## src/rtl/lim_pkg.sv

```systemverilog
package lim_pkg;
  // Commands from control to the timer and counter datapath
  typedef struct packed {
    logic restartLoss;
    logic restartGap;
    logic countPulse;
    logic clearPulses;
  } limStrobes_t;
endpackage

```

## src/rtl/lim_datapath.sv

```systemverilog
module lim_datapath
  import lim_pkg::*;
#(
  parameter int TICK_DIV       = 10000,
  parameter int LOSS_MS        = 100,
  parameter int MIN_GAP_MS     = 4,
  parameter int RECOVER_PULSES = 2
) (
  input  logic        clk,
  input  logic        rstN,
  input  limStrobes_t strobes,
  output logic        lossExpired,
  output logic        gapOpen,
  output logic        lastPulse
);
  localparam int LOSS_W = $clog2(LOSS_MS + 1);
  localparam int GAP_W  = $clog2(MIN_GAP_MS + 1);
  localparam int CNT_W  = $clog2(RECOVER_PULSES + 1);
  localparam int DIV_W  = (TICK_DIV > 1) ? $clog2(TICK_DIV) : 1;

  logic              msTick;
  logic [LOSS_W-1:0] lossCnt;
  logic [GAP_W-1:0]  gapCnt;
  logic [CNT_W-1:0]  pulseCnt;

  generate
    if (TICK_DIV == 1) begin : g_noDiv
      assign msTick = 1'b1;
    end else begin : g_div
      logic [DIV_W-1:0] divCnt;
      always_ff @(posedge clk or negedge rstN) begin
        if (!rstN) divCnt <= '0;
        else if (divCnt == DIV_W'(TICK_DIV - 1)) divCnt <= '0;
        else divCnt <= divCnt + 1'b1;
      end
      assign msTick = (divCnt == DIV_W'(TICK_DIV - 1));
    end
  endgenerate

  always_ff @(posedge clk or negedge rstN) begin
    if (!rstN) lossCnt <= '0;
    else if (strobes.restartLoss) lossCnt <= '0;
    else if (msTick && lossCnt != LOSS_W'(LOSS_MS)) lossCnt <= lossCnt + 1'b1;
  end

  always_ff @(posedge clk or negedge rstN) begin
    if (!rstN) gapCnt <= '0;
    else if (strobes.restartGap) gapCnt <= '0;
    else if (msTick && gapCnt != GAP_W'(MIN_GAP_MS)) gapCnt <= gapCnt + 1'b1;
  end

  always_ff @(posedge clk or negedge rstN) begin
    if (!rstN) pulseCnt <= '0;
    else if (strobes.clearPulses) pulseCnt <= '0;
    else if (strobes.countPulse) pulseCnt <= pulseCnt + 1'b1;
  end

  assign lossExpired = (lossCnt == LOSS_W'(LOSS_MS));
  assign gapOpen     = (gapCnt == GAP_W'(MIN_GAP_MS));
  assign lastPulse   = (pulseCnt == CNT_W'(RECOVER_PULSES - 1));

  // control may accept a pulse only after the minimum gap
  a_r4_accept_needs_gap: assert property (@(posedge clk) disable iff (!rstN)
    strobes.restartGap |-> gapCnt == GAP_W'(MIN_GAP_MS));
  // the recovery count never reaches its limit, it recovers or clears
  a_r6_count_bounded: assert property (@(posedge clk) disable iff (!rstN)
    pulseCnt < CNT_W'(RECOVER_PULSES));
endmodule

```

## src/rtl/lim_control.sv

```systemverilog
module lim_control
  import lim_pkg::*;
(
  input  logic        clk,
  input  logic        rstN,
  input  logic        linkTestEn,
  input  logic        pulseIn,
  input  logic        dataIn,
  input  logic        lossExpired,
  input  logic        gapOpen,
  input  logic        lastPulse,
  output limStrobes_t strobes,
  output logic        stateFail
);
  typedef enum logic {LINK_GOOD = 1'b0, LINK_FAIL = 1'b1} linkState_t;
  linkState_t state, stateNext;
  logic accepted;

  assign accepted = linkTestEn && pulseIn && gapOpen;

  always_comb begin
    strobes            = '0;
    strobes.restartGap = accepted;
    stateNext          = state;
    if (!linkTestEn) begin
      stateNext           = LINK_GOOD;
      strobes.restartLoss = 1'b1;
      strobes.clearPulses = 1'b1;
    end else if (state == LINK_GOOD) begin
      if (dataIn || accepted) begin
        strobes.restartLoss = 1'b1;
      end else if (lossExpired) begin
        stateNext           = LINK_FAIL;
        strobes.restartLoss = 1'b1;
        strobes.clearPulses = 1'b1;
      end
    end else begin
      if (dataIn) begin
        stateNext           = LINK_GOOD;
        strobes.restartLoss = 1'b1;
        strobes.clearPulses = 1'b1;
      end else if (accepted) begin
        strobes.restartLoss = 1'b1;
        if (lastPulse) begin
          stateNext           = LINK_GOOD;
          strobes.clearPulses = 1'b1;
        end else begin
          strobes.countPulse = 1'b1;
        end
      end else if (lossExpired) begin
        strobes.restartLoss = 1'b1;
        strobes.clearPulses = 1'b1;
      end
    end
  end

  always_ff @(posedge clk or negedge rstN) begin
    if (!rstN) state <= LINK_FAIL;
    else state <= stateNext;
  end

  assign stateFail = (state == LINK_FAIL);

  a_r1_disabled_held_good: assert property (@(posedge clk) disable iff (!rstN)
    !linkTestEn |=> !stateFail);
  a_r2_timeout_enters_fail: assert property (@(posedge clk) disable iff (!rstN)
    (linkTestEn && !stateFail && lossExpired && !dataIn && !pulseIn) |=> stateFail);
  a_r5_data_recovers: assert property (@(posedge clk) disable iff (!rstN)
    (linkTestEn && stateFail && dataIn) |=> !stateFail);
  a_r6_partial_count_stays_fail: assert property (@(posedge clk) disable iff (!rstN)
    (stateFail && strobes.countPulse) |=> stateFail);
endmodule

```

## src/rtl/link_integrity_mon.sv

```systemverilog
module link_integrity_mon
  import lim_pkg::*;
#(
  parameter int TICK_DIV       = 10000,
  parameter int LOSS_MS        = 100,
  parameter int MIN_GAP_MS     = 4,
  parameter int RECOVER_PULSES = 2
) (
  input  logic clk,
  input  logic rstN,
  input  logic linkTestEn,
  input  logic pulseIn,
  input  logic dataIn,
  output logic linkFail,
  output logic txInhibit
);
  limStrobes_t strobes;
  logic lossExpired, gapOpen, lastPulse, stateFail;

  lim_control u_control (
    .clk(clk), .rstN(rstN), .linkTestEn(linkTestEn), .pulseIn(pulseIn),
    .dataIn(dataIn), .lossExpired(lossExpired), .gapOpen(gapOpen),
    .lastPulse(lastPulse), .strobes(strobes), .stateFail(stateFail)
  );

  lim_datapath #(
    .TICK_DIV(TICK_DIV), .LOSS_MS(LOSS_MS),
    .MIN_GAP_MS(MIN_GAP_MS), .RECOVER_PULSES(RECOVER_PULSES)
  ) u_datapath (
    .clk(clk), .rstN(rstN), .strobes(strobes), .lossExpired(lossExpired),
    .gapOpen(gapOpen), .lastPulse(lastPulse)
  );

  // the failed state is reported only while link testing is enabled
  assign linkFail  = linkTestEn && stateFail;
  // the inhibit for transmit and loopback follows the failure flag
  assign txInhibit = linkFail;
endmodule

```

## config.mk

```make
export PLATFORM = sky130hd
export DESIGN_NAME = link_integrity_mon
export DESIGN_NICKNAME = d
export VERILOG_FILES = /design/src/rtl/lim_pkg.sv /design/src/rtl/lim_datapath.sv /design/src/rtl/lim_control.sv /design/src/rtl/link_integrity_mon.sv
export SDC_FILE = /design/constraint.sdc
export NUM_CORES = 1
export LEC_CHECK = 0
export BUFFER_PORTS_ARGS = -buffer_cell sky130_fd_sc_hd__buf_4
export CORE_MARGIN = 10
export CORE_UTILIZATION = 30
export CTS_BUF_LIST = sky130_fd_sc_hd__clkbuf_4
export DETAILED_ROUTE_END_ITERATION = 8
export MAX_ROUTING_LAYER = met4
export SYNTH_ARGS = -nofsm -noshare
export SYNTH_HDL_FRONTEND = slang
export SYNTH_SLANG_ARGS = --single-unit
```

## constraint.sdc

```tcl
create_clock -name clk -period 2.2 [get_ports clk]
set_clock_uncertainty 0.05 [all_clocks]
set_input_delay 0.33 -clock clk [delete_from_list [all_inputs] [get_ports clk]]
set_output_delay 0.33 -clock clk [all_outputs]
set_load 0.005 [all_outputs]
```

==> metrics, run 1 <==
status finished clean; Seq/Total Area, Yosys 47.1%; DR DRC count 0; grt total ovfl 0; Cell variety after synth 40; Slew HR 64.2%; CP max stage delay 420 ps; PwrDens 474 nW/um2; count leader, synth dfrtp_1; vias in the first global route 1089; Critical Path RT 2410 ps; Post-Syn Nets 151; Register Area 677 um2; Die Ht 89.2 um; yosys warns 0; CTS sink count 27; Synth Area per Inst 10.3 um2; crit path cell chain ha_1 > and3_1 > nand4_1 > or3_1 > a21oi_1; core area 4690 um2; Total Nets Final 159; Worst VDD drop 0.181 mV; worst hold path type in -> reg; Hold Fails Final Rpt 0; main area contributors after synthesis dfrtp_1, ha_1, xnor2_1; Slew @ Worst Pin 532 ps; Synth Instances 140; DPL Wire Length 2000 um; number of enable flip-flop cells after synthesis 0; drt wl/cell 13.2 um; Crit Path Max Fanout 9; share of cells above drive strength 1 14.3%; Die X 89.2 um; crit-path leading delay family simple AND/OR/NAND/NOR gates; setup_tns 0 ps; port bufs 6; pins over their slew limit 0; setup violators final 0; via count 1032; Power Total 0.744 mW; Worst Setup Path Type reg -> reg; starting density of the core 30.6%; Buf+Inv Stages, Crit Path 0; clk buf depth 2; antenna violations before repair 0; CTS tree built; Worst Hold Slack 210 ps; first-pass GRT wire length 4860 um; fin crit share 87.0%; num ports 7; CTS H-tree depth 1; crit path DAT 2120 ps; 1st-iter DRT viols 77; Async S/R FF share, synth 100%; Clk Latency, worst-skew pair 320 ps; fin crit period 1910 ps; Post-CTS Setup Bufs 0; area grow syn2layout 9.14%; drt pass-1 iters 4; Std-Cell Rows 25; RSZ-0062 raised after global routing no; Final Wtd Congestion 0.884; multi-input combinational cell area 713 um2; number of fill cells in the layout 465; post-route ant nets 0; most frequent cells after synthesis dfrtp_1, a21oi_1, nand2_1; GRT Overall Usage 7.76%; Pleak 0.642 nW; Mapped Area 1440 um2; Slowest-stage cell, CP or3_1; crit end category register; Synth top area share 45.3%; max-cap viol count 0; element type at the critical path start register; routed wire length 2650 um; Num CTS Buffers 3; Via density 5.13; fmax 0.522 GHz; ys flop type dfrtp_1; clock-pin slew of the registers on the worst-case setup and hold paths 140 ps; Total Die Area 7960 um2; Synth area leader dfrtp_1; Root Buffer clkbuf_4; # diodes 0; Seq cells post-synth 27; pin count of the biggest net entering global routing 28
==> stage by stage <==
stage	setup slack, ps	cell area [um2]	util [%]	instances
2_1_floorplan	411	1440	-	140
4_1_cts	280	1570	33.4	201
6_report	285	1570	33.4	201
3_3_place_gp	381	1530	32.6	196
5_1_grt	80.4	1570	33.4	201
3_5_place_dp	307	1530	32.6	196
==> registers in the layout, summed over array words and instances, names as in the netlist <==
name,flops
u_datapath.gapCnt,3
u_datapath.g_div.divCnt,14
u_datapath.lossCnt,7
u_control.stateFail,1
u_datapath.pulseCnt,2
==> routing by layer <==
layer | vias up | part of all wire, % | track usage, %
met5 | - | 0 | -
met4 | 0 | 1.4 | 2.75
met1 | 497 | 46 | 9.35
li1 | 518 | - | -
met3 | 5 | 4.3 | 2.28
met2 | 12 | 49 | 12.1
==> where the power goes <==
| part | switching, mW | internal, mW | total, mW |
|---|---|---|---|
| combinational | 0.0153 | 0.00768 | 0.0229 |
| clock | 0.141 | 0.0833 | 0.225 |
| sequential | 0 | 0.496 | 0.496 |
==> cells in the final DEF (no fill, tap or decap), types with 2 or more instances in the layout <==
cell / count
dfrtp_1: 26
nand2_1: 12
a21oi_1: 12
nor2_1: 10
inv_1: 7
xnor2_1: 7
ha_1: 6
buf_4: 6
nand3_1: 5
xor2_1: 5
o21ai_0: 5
nand4_1: 5
and2_1: 4
clkbuf_4: 4
and4_1: 3
or3_1: 3
and3_1: 2
and4_2: 2
nor4b_4: 2
==> layout make-up <==
type | count | area share (%)
clock buffer | 4 | 1.91
inverter | 7 | 1.67
multi-input combinational | 102 | 45.5
sequential | 27 | 43.1
tap | 54 | 4.31
timing repair buffer | 7 | 3.51
==> worst paths after layout <==
| check | start | end | slack [ps] | cells past startpoint |
|---|---|---|---|---|
| max | u_datapath.g_div.divCnt[0]$_DFF_PN0_ | u_datapath.lossCnt[5]$_DFFE_PN0P_ | 290 | 5 |
| min | linkTestEn | u_control.stateFail$_DFF_PN1_ | 210 | 3 |
| max reg2reg | u_datapath.g_div.divCnt[0]$_DFF_PN0_ | u_datapath.lossCnt[5]$_DFFE_PN0P_ | 290 | 5 |
| min reg2reg | u_control.stateFail$_DFF_PN1_ | u_control.stateFail$_DFF_PN1_ | 440 | 2 |
| max in group asynchronous | rstN | u_control.stateFail$_DFF_PN1_ | 1420 | 2 |
| min in group asynchronous | rstN | u_datapath.pulseCnt[1]$_DFFE_PN0P_ | 380 | 2 |
==> worst min-delay path: stages <==
cell and delay [ps]:
buf_4 130, nand2b_1 90, a21oi_1 50
==> repair_timing <==
item	CTS	global route
endpoints found under the hold margin	26	0
resized for setup	0	0
hold buffers	1	0
setup endpoints to repair	0	0
==> cells by family (layout without fill, tap and decap cells) <==
logic type / count (synthesis) / in the layout / synth area share (%)
AO/OA/AOI/OAI: 24 / 24 / 10.1
XOR/XNOR: 12 / 12 / 7.31
adder cells (fa/ha/maj): 6 / 6 / 5.22
buffers and inverters: 11 / 18 / 3.31
flip-flops: 27 / 27 / 47.1
multiplexers: 1 / 1 / 0.783
AND/OR/NAND/NOR: 59 / 59 / 26.2
No activity file was read; power rests on OpenSTA's default activity.
==> run 2: changes to the inputs <==
==> constraint.sdc (replaced) <==
create_clock -name clk -period 1.6 [get_ports clk]
set_clock_uncertainty 0.05 [all_clocks]
set_input_delay 0.24 -clock clk [delete_from_list [all_inputs] [get_ports clk]]
set_output_delay 0.24 -clock clk [all_outputs]
set_load 0.005 [all_outputs]
==> metrics, run 2 (synthesis gave the netlist of run 1 again) <==
Worst Hold Slack 108 ps; RSZ-0062 raised after global routing yes; Top Registers u_datapath.g_div.divCnt x14, u_datapath.lossCnt x7, u_datapath.gapCnt x3; routed wire length 2940 um; Slew HR 76.7%; drt wl/cell 13.2 um; switching pwr 0.217 mW; DPL Wire Length 2250 um; max reg flops 14; part of the power in registers 66.6%; FF-to-FF setup slack -60 ps; worst r2r src u_datapath.g_div.divCnt[6]$_DFF_PN0_; drt pass-1 iters 4; Slowest-stage cell, CP dfrtp_1; combinational share of power 3.1%; first-pass GRT wire length 5150 um; switching power share of the total 21.2%; Std-Cell Rows 25; post-route ant nets 0; Slew @ Worst Pin 345 ps; Worst Setup Path Type reg -> reg; clk buf depth 2; port bufs 6; Hold Path Cell Cnt 3; num ports 7; Die Ht 89.2 um; CTS tree built; fmax 0.601 GHz; Internal 0.808 mW; fin crit share 104%; Post-DP Area 1700 um2; clock-pin slew of the registers on the worst-case setup and hold paths 150 ps; vias in the first global route 1188; crit path DAT 1880 ps; Crit Path Max Fanout 5; pin count of the biggest net entering global routing 28; antenna violations before repair 0; Num CTS Buffers 3; CTS sink count 27; element type at the critical path start register; Critical Path RT 1810 ps; Clk Latency, worst-skew pair 320 ps; Power Total 1.03 mW; leading cell type in the layout, fill and taps excluded buf_4; Most flops, register u_datapath.g_div.divCnt; grt total ovfl 0; worst hold path type in -> reg; Worst VDD drop 0.444 mV; core area 4690 um2; area grow syn2layout 23.8%; crit end category register; Final WS setup -63.8 ps; starting density of the core 30.6%; Buf+Inv Stages, Crit Path 0; Final Wtd Congestion 0.805; DP Worst Slack -112 ps; via count 1112; max-cap viol count 0; crit-path leading delay family simple AND/OR/NAND/NOR gates; Hold Path Origin linkTestEn; 1st-iter DRT viols 52; # diodes 0; Util after Layout 37.9%; setup violators final 6; Pleak 0.757 nW; Total Die Area 7960 um2; share of cells above drive strength 1 29.2%; status complete, but fails checks; Reg2Reg Capture Point u_datapath.lossCnt[4]$_DFFE_PN0P_; Total Nets Final 180; Worst Hold End u_control.stateFail$_DFF_PN1_; Via density 5.01; violated checks negative setup slack; DR DRC count 0; clock group share of total power 30.3%; post-route cell area 1780 um2; fin crit period 1660 ps; PwrDens 576 nW/um2; cells on worst reg2reg path 4; Hold Fails Final Rpt 0; commonest cells after routing, fill and taps aside buf_4, dfrtp_1, nand2_1; CTS H-tree depth 1; number of fill cells in the layout 448; crit path cell chain nor4b_4 > nand4_1 > or3_1 > a21oi_1; pins over their slew limit 0; CP max stage delay 440 ps; GRT Overall Usage 8.29%; Die X 89.2 um; Root Buffer clkbuf_4
## run 2: cell types whose count changed in the layout (fill, tap and decap cells not counted), moves of 2 or more
cell     change
buf_4       +20
and3_4       +2
o21ai_0      -2
a21oi_2      +2
o21ai_1      +2
a21oi_1      -3
## run 2: how the worst max path moves through the flow
stage	from	to	slack, ps	cells past startpoint
final	u_datapath.g_div.divCnt[6]$_DFF_PN0_	u_datapath.lossCnt[4]$_DFFE_PN0P_	-60	4
after global routing	u_datapath.g_div.divCnt[6]$_DFF_PN0_	u_datapath.lossCnt[5]$_DFFE_PN0P_	-180	4
after CTS	u_datapath.g_div.divCnt[6]$_DFF_PN0_	u_datapath.lossCnt[6]$_DFFE_PN0P_	-70	4
after detailed placement	u_datapath.g_div.divCnt[12]$_DFF_PN0_	u_datapath.lossCnt[4]$_DFFE_PN0P_	-110	4
after global placement	u_datapath.g_div.divCnt[12]$_DFF_PN0_	u_datapath.lossCnt[5]$_DFFE_PN0P_	-20	4
after floorplan	u_datapath.g_div.divCnt[0]$_DFF_PN0_	u_datapath.gapCnt[1]$_DFFE_PN0P_	-50	6
## run 2: layout make-up
class / instances / area, um2 / share of cell area [%]
inverters: 7 / 26.3 / 1.48
flip-flops and latches: 27 / 678 / 38.1
multi-input cells: 102 / 762 / 42.8
repair buffers: 28 / 216 / 12.2
clock buffers: 4 / 30.0 / 1.69
well taps: 54 / 67.6 / 3.79
## run 2: through the flow
step           cells  TNS (ps)
6_report         222      -294
5_1_grt          222     -1440
4_1_cts          222      -321
3_5_place_dp     214      -529
3_3_place_gp     214     -62.2
2_1_floorplan    140     -47.3
## run 2: metal layers
| metal | track usage [%] | vias up | wire length [um] |
|---|---|---|---|
| li1 | - | 556 | - |
| met1 | 9.13 | 534 | 1300 |
| met2 | 14.3 | 20 | 1490 |
| met3 | 2.55 | 2 | 128 |
| met4 | 2.02 | 0 | 19 |
| met5 | - | - | 0 |
## run 2: power groups by stage
stage                     clock network, mW  registers, mW  logic, mW
after floorplan                           0          0.696    0.00564
after global placement                    0          0.695     0.0294
after detailed placement                  0          0.695     0.0309
after CTS                             0.328          0.683     0.0332
after global routing                  0.350          0.683     0.0370
final                                 0.311          0.683     0.0318
## run 2: what timing repair did
item | 4_1_cts | 5_1_grt
pin swaps | 6 | 1
endpoints found under the setup margin | 13 | 19
buffers inserted | 3 | 0
hold buffers | 1 | 0
hold endpoints to repair | 26 | 0
resized for setup | 5 | 3
## run 2: worst reg2reg max path: stages (launching register included)
cell and delay, ps:
dfrtp_1 440, nor4b_4 410, nand4_1 220, or3_1 350, a21oi_1 150
==> run 3: changes to the inputs <==
--- a/config.mk
+++ b/config.mk
@@ -6,7 +6,7 @@
 export NUM_CORES = 1
 export LEC_CHECK = 0
 export BUFFER_PORTS_ARGS = -buffer_cell sky130_fd_sc_hd__buf_4
-export CORE_MARGIN = 10
+export CORE_MARGIN = 2
 export CORE_UTILIZATION = 30
 export CTS_BUF_LIST = sky130_fd_sc_hd__clkbuf_4
 export DETAILED_ROUTE_END_ITERATION = 8
==> metrics, run 3 (synthesis gave the netlist of run 1 again) <==
crit path from u_datapath.g_div.divCnt[5]$_DFF_PN0_; PwrDens 532 nW/um2; Die X 73.2 um; GRT Overall Usage 12.4%; met2 Use GR 19.5%; fmax 0.594 GHz; Critical Path RT 1820 ps; num ports 7; met1 Use GR 15.6%; clock-pin slew of the registers on the worst-case setup and hold paths 140 ps; fin crit share 105%; CTS tree built; antenna violations before repair 0; Die Ht 73.2 um; FF-to-FF setup slack -80 ps; Most flops, register u_datapath.g_div.divCnt; Final WS setup -83.5 ps; Crit Path Max Fanout 5; setup violators final 8; commonest cells after routing, fill and taps aside buf_4, dfrtp_1, nand2_1; Slew @ Worst Pin 355 ps; CTS H-tree depth 1; Worst Setup Path Type reg -> reg; met3 usage in global routing 1.93%; Slew HR 76.4%; pin count of the biggest net entering global routing 28; routed wire length 3060 um; Std-Cell Rows 25; violated checks negative setup slack; Reg2Reg Capture Point u_datapath.lossCnt[6]$_DFFE_PN0P_; end point of the critical path u_datapath.lossCnt[6]$_DFFE_PN0P_; max reg flops 14; vias in the first global route 1129; Clk Latency, worst-skew pair 320 ps; share of cells above drive strength 1 40.0%; Hold Fails Final Rpt 0; post-route ant nets 0; area grow syn2layout 31.9%; crit end category register; via count 1143; grt total ovfl 0; max-cap viol count 0; element type at the critical path start register; leading cell type in the layout, fill and taps excluded buf_4; Total Nets Final 187; Pleak 0.794 nW; 1st-iter DRT viols 40; Final Wtd Congestion 0.833; drt wl/cell 13.4 um; core area 4660 um2; Worst VDD drop 0.230 mV; Total Die Area 5360 um2; Top Registers u_datapath.g_div.divCnt x14, u_datapath.lossCnt x7, u_datapath.gapCnt x3; first-pass GRT wire length 4990 um; port bufs 6; Via density 4.99; placed cells 214; DP Worst Slack -82.7 ps; pins over their slew limit 0; Num CTS Buffers 3; CTS sink count 27; DR DRC count 0; # diodes 0; crit path DAT 1900 ps; worst hold path type in -> reg; number of fill cells in the layout 440; Root Buffer clkbuf_4; cells on worst reg2reg path 5; final non-filler cell total 229; starting density of the core 30.8%; RSZ-0062 raised after global routing yes; drt pass-1 iters 4; post-route cell area 1900 um2; DPL Wire Length 2140 um; fin crit period 1680 ps; worst r2r src u_datapath.g_div.divCnt[5]$_DFF_PN0_; status complete, but fails checks; Post-DP Area 1700 um2; clk buf depth 2; gr busiest metal met2
[run 3: critical path, stage by stage (launching register included)]
cell and delay [ps]:
dfrtp_1 430, nor4b_4 330, buf_4 170, nand4_4 90
or4_4 440, a21oi_2 120
[run 3: how the worst min path moves through the flow]
stage / slack, ps / start / cells past startpoint / to
3_3_place_gp: 130 / rstN / 1 / u_datapath.pulseCnt[1]$_DFFE_PN0P_
6_report: 110 / linkTestEn / 3 / u_control.stateFail$_DFF_PN1_
2_1_floorplan: -110 / rstN / 0 / u_datapath.g_div.divCnt[0]$_DFF_PN0_
5_1_grt: 130 / linkTestEn / 3 / u_control.stateFail$_DFF_PN1_
3_5_place_dp: 130 / rstN / 1 / u_datapath.pulseCnt[0]$_DFFE_PN0P_
4_1_cts: 90 / linkTestEn / 3 / u_control.stateFail$_DFF_PN1_
[run 3: area by class of cell]
cell class / instances / area, um2 / area share (%)
Timing Repair Buffer: 35 / 273 / 14.4
Tap cell: 54 / 67.6 / 3.56
Sequential cell: 27 / 678 / 35.8
Clock inverter: 1 / 5.00 / 0.264
Clock buffer: 3 / 22.5 / 1.19
Inverter: 7 / 26.3 / 1.39
Multi-Input combinational cell: 102 / 823 / 43.4
[run 3: stage by stage]
step	power (mW)	hold slack [ps]	TNS (ps)	util, %
6_report	1.01	108	-371	40.7
2_1_floorplan	0.701	-106	-47.3	-
4_1_cts	1.04	91.9	-351	37.9
3_5_place_dp	0.727	131	-334	36.4
5_1_grt	1.07	126	-1080	40.7
3_3_place_gp	0.726	125	-43.3	36.4
[run 3: where the power goes]
part | total [mW] | switching [mW] | internal, mW
Clock | 0.292 | 0.198 | 0.0938
Combinational | 0.0340 | 0.0230 | 0.0110
Sequential | 0.683 | 0 | 0.683
Total | 1.01 | 0.221 | 0.787
[run 3: layer usage]
metal | vias up | share of wire (%)
li1 | 567 | -
met1 | 545 | 44
met2 | 23 | 51
met3 | 8 | 2.9
met4 | 0 | 2.2
met5 | - | 0
[run 3: what timing repair did]
| item | in CTS | in global routing |
|---|---|---|
| gates resized for setup | 5 | 19 |
| endpoints found under the hold margin | 26 | 0 |
| gates cloned | 0 | 0 |
| buffers inserted | 3 | 7 |
| setup endpoints to repair | 10 | 19 |
| pin swaps | 7 | 10 |
| hold buffers | 1 | 0 |
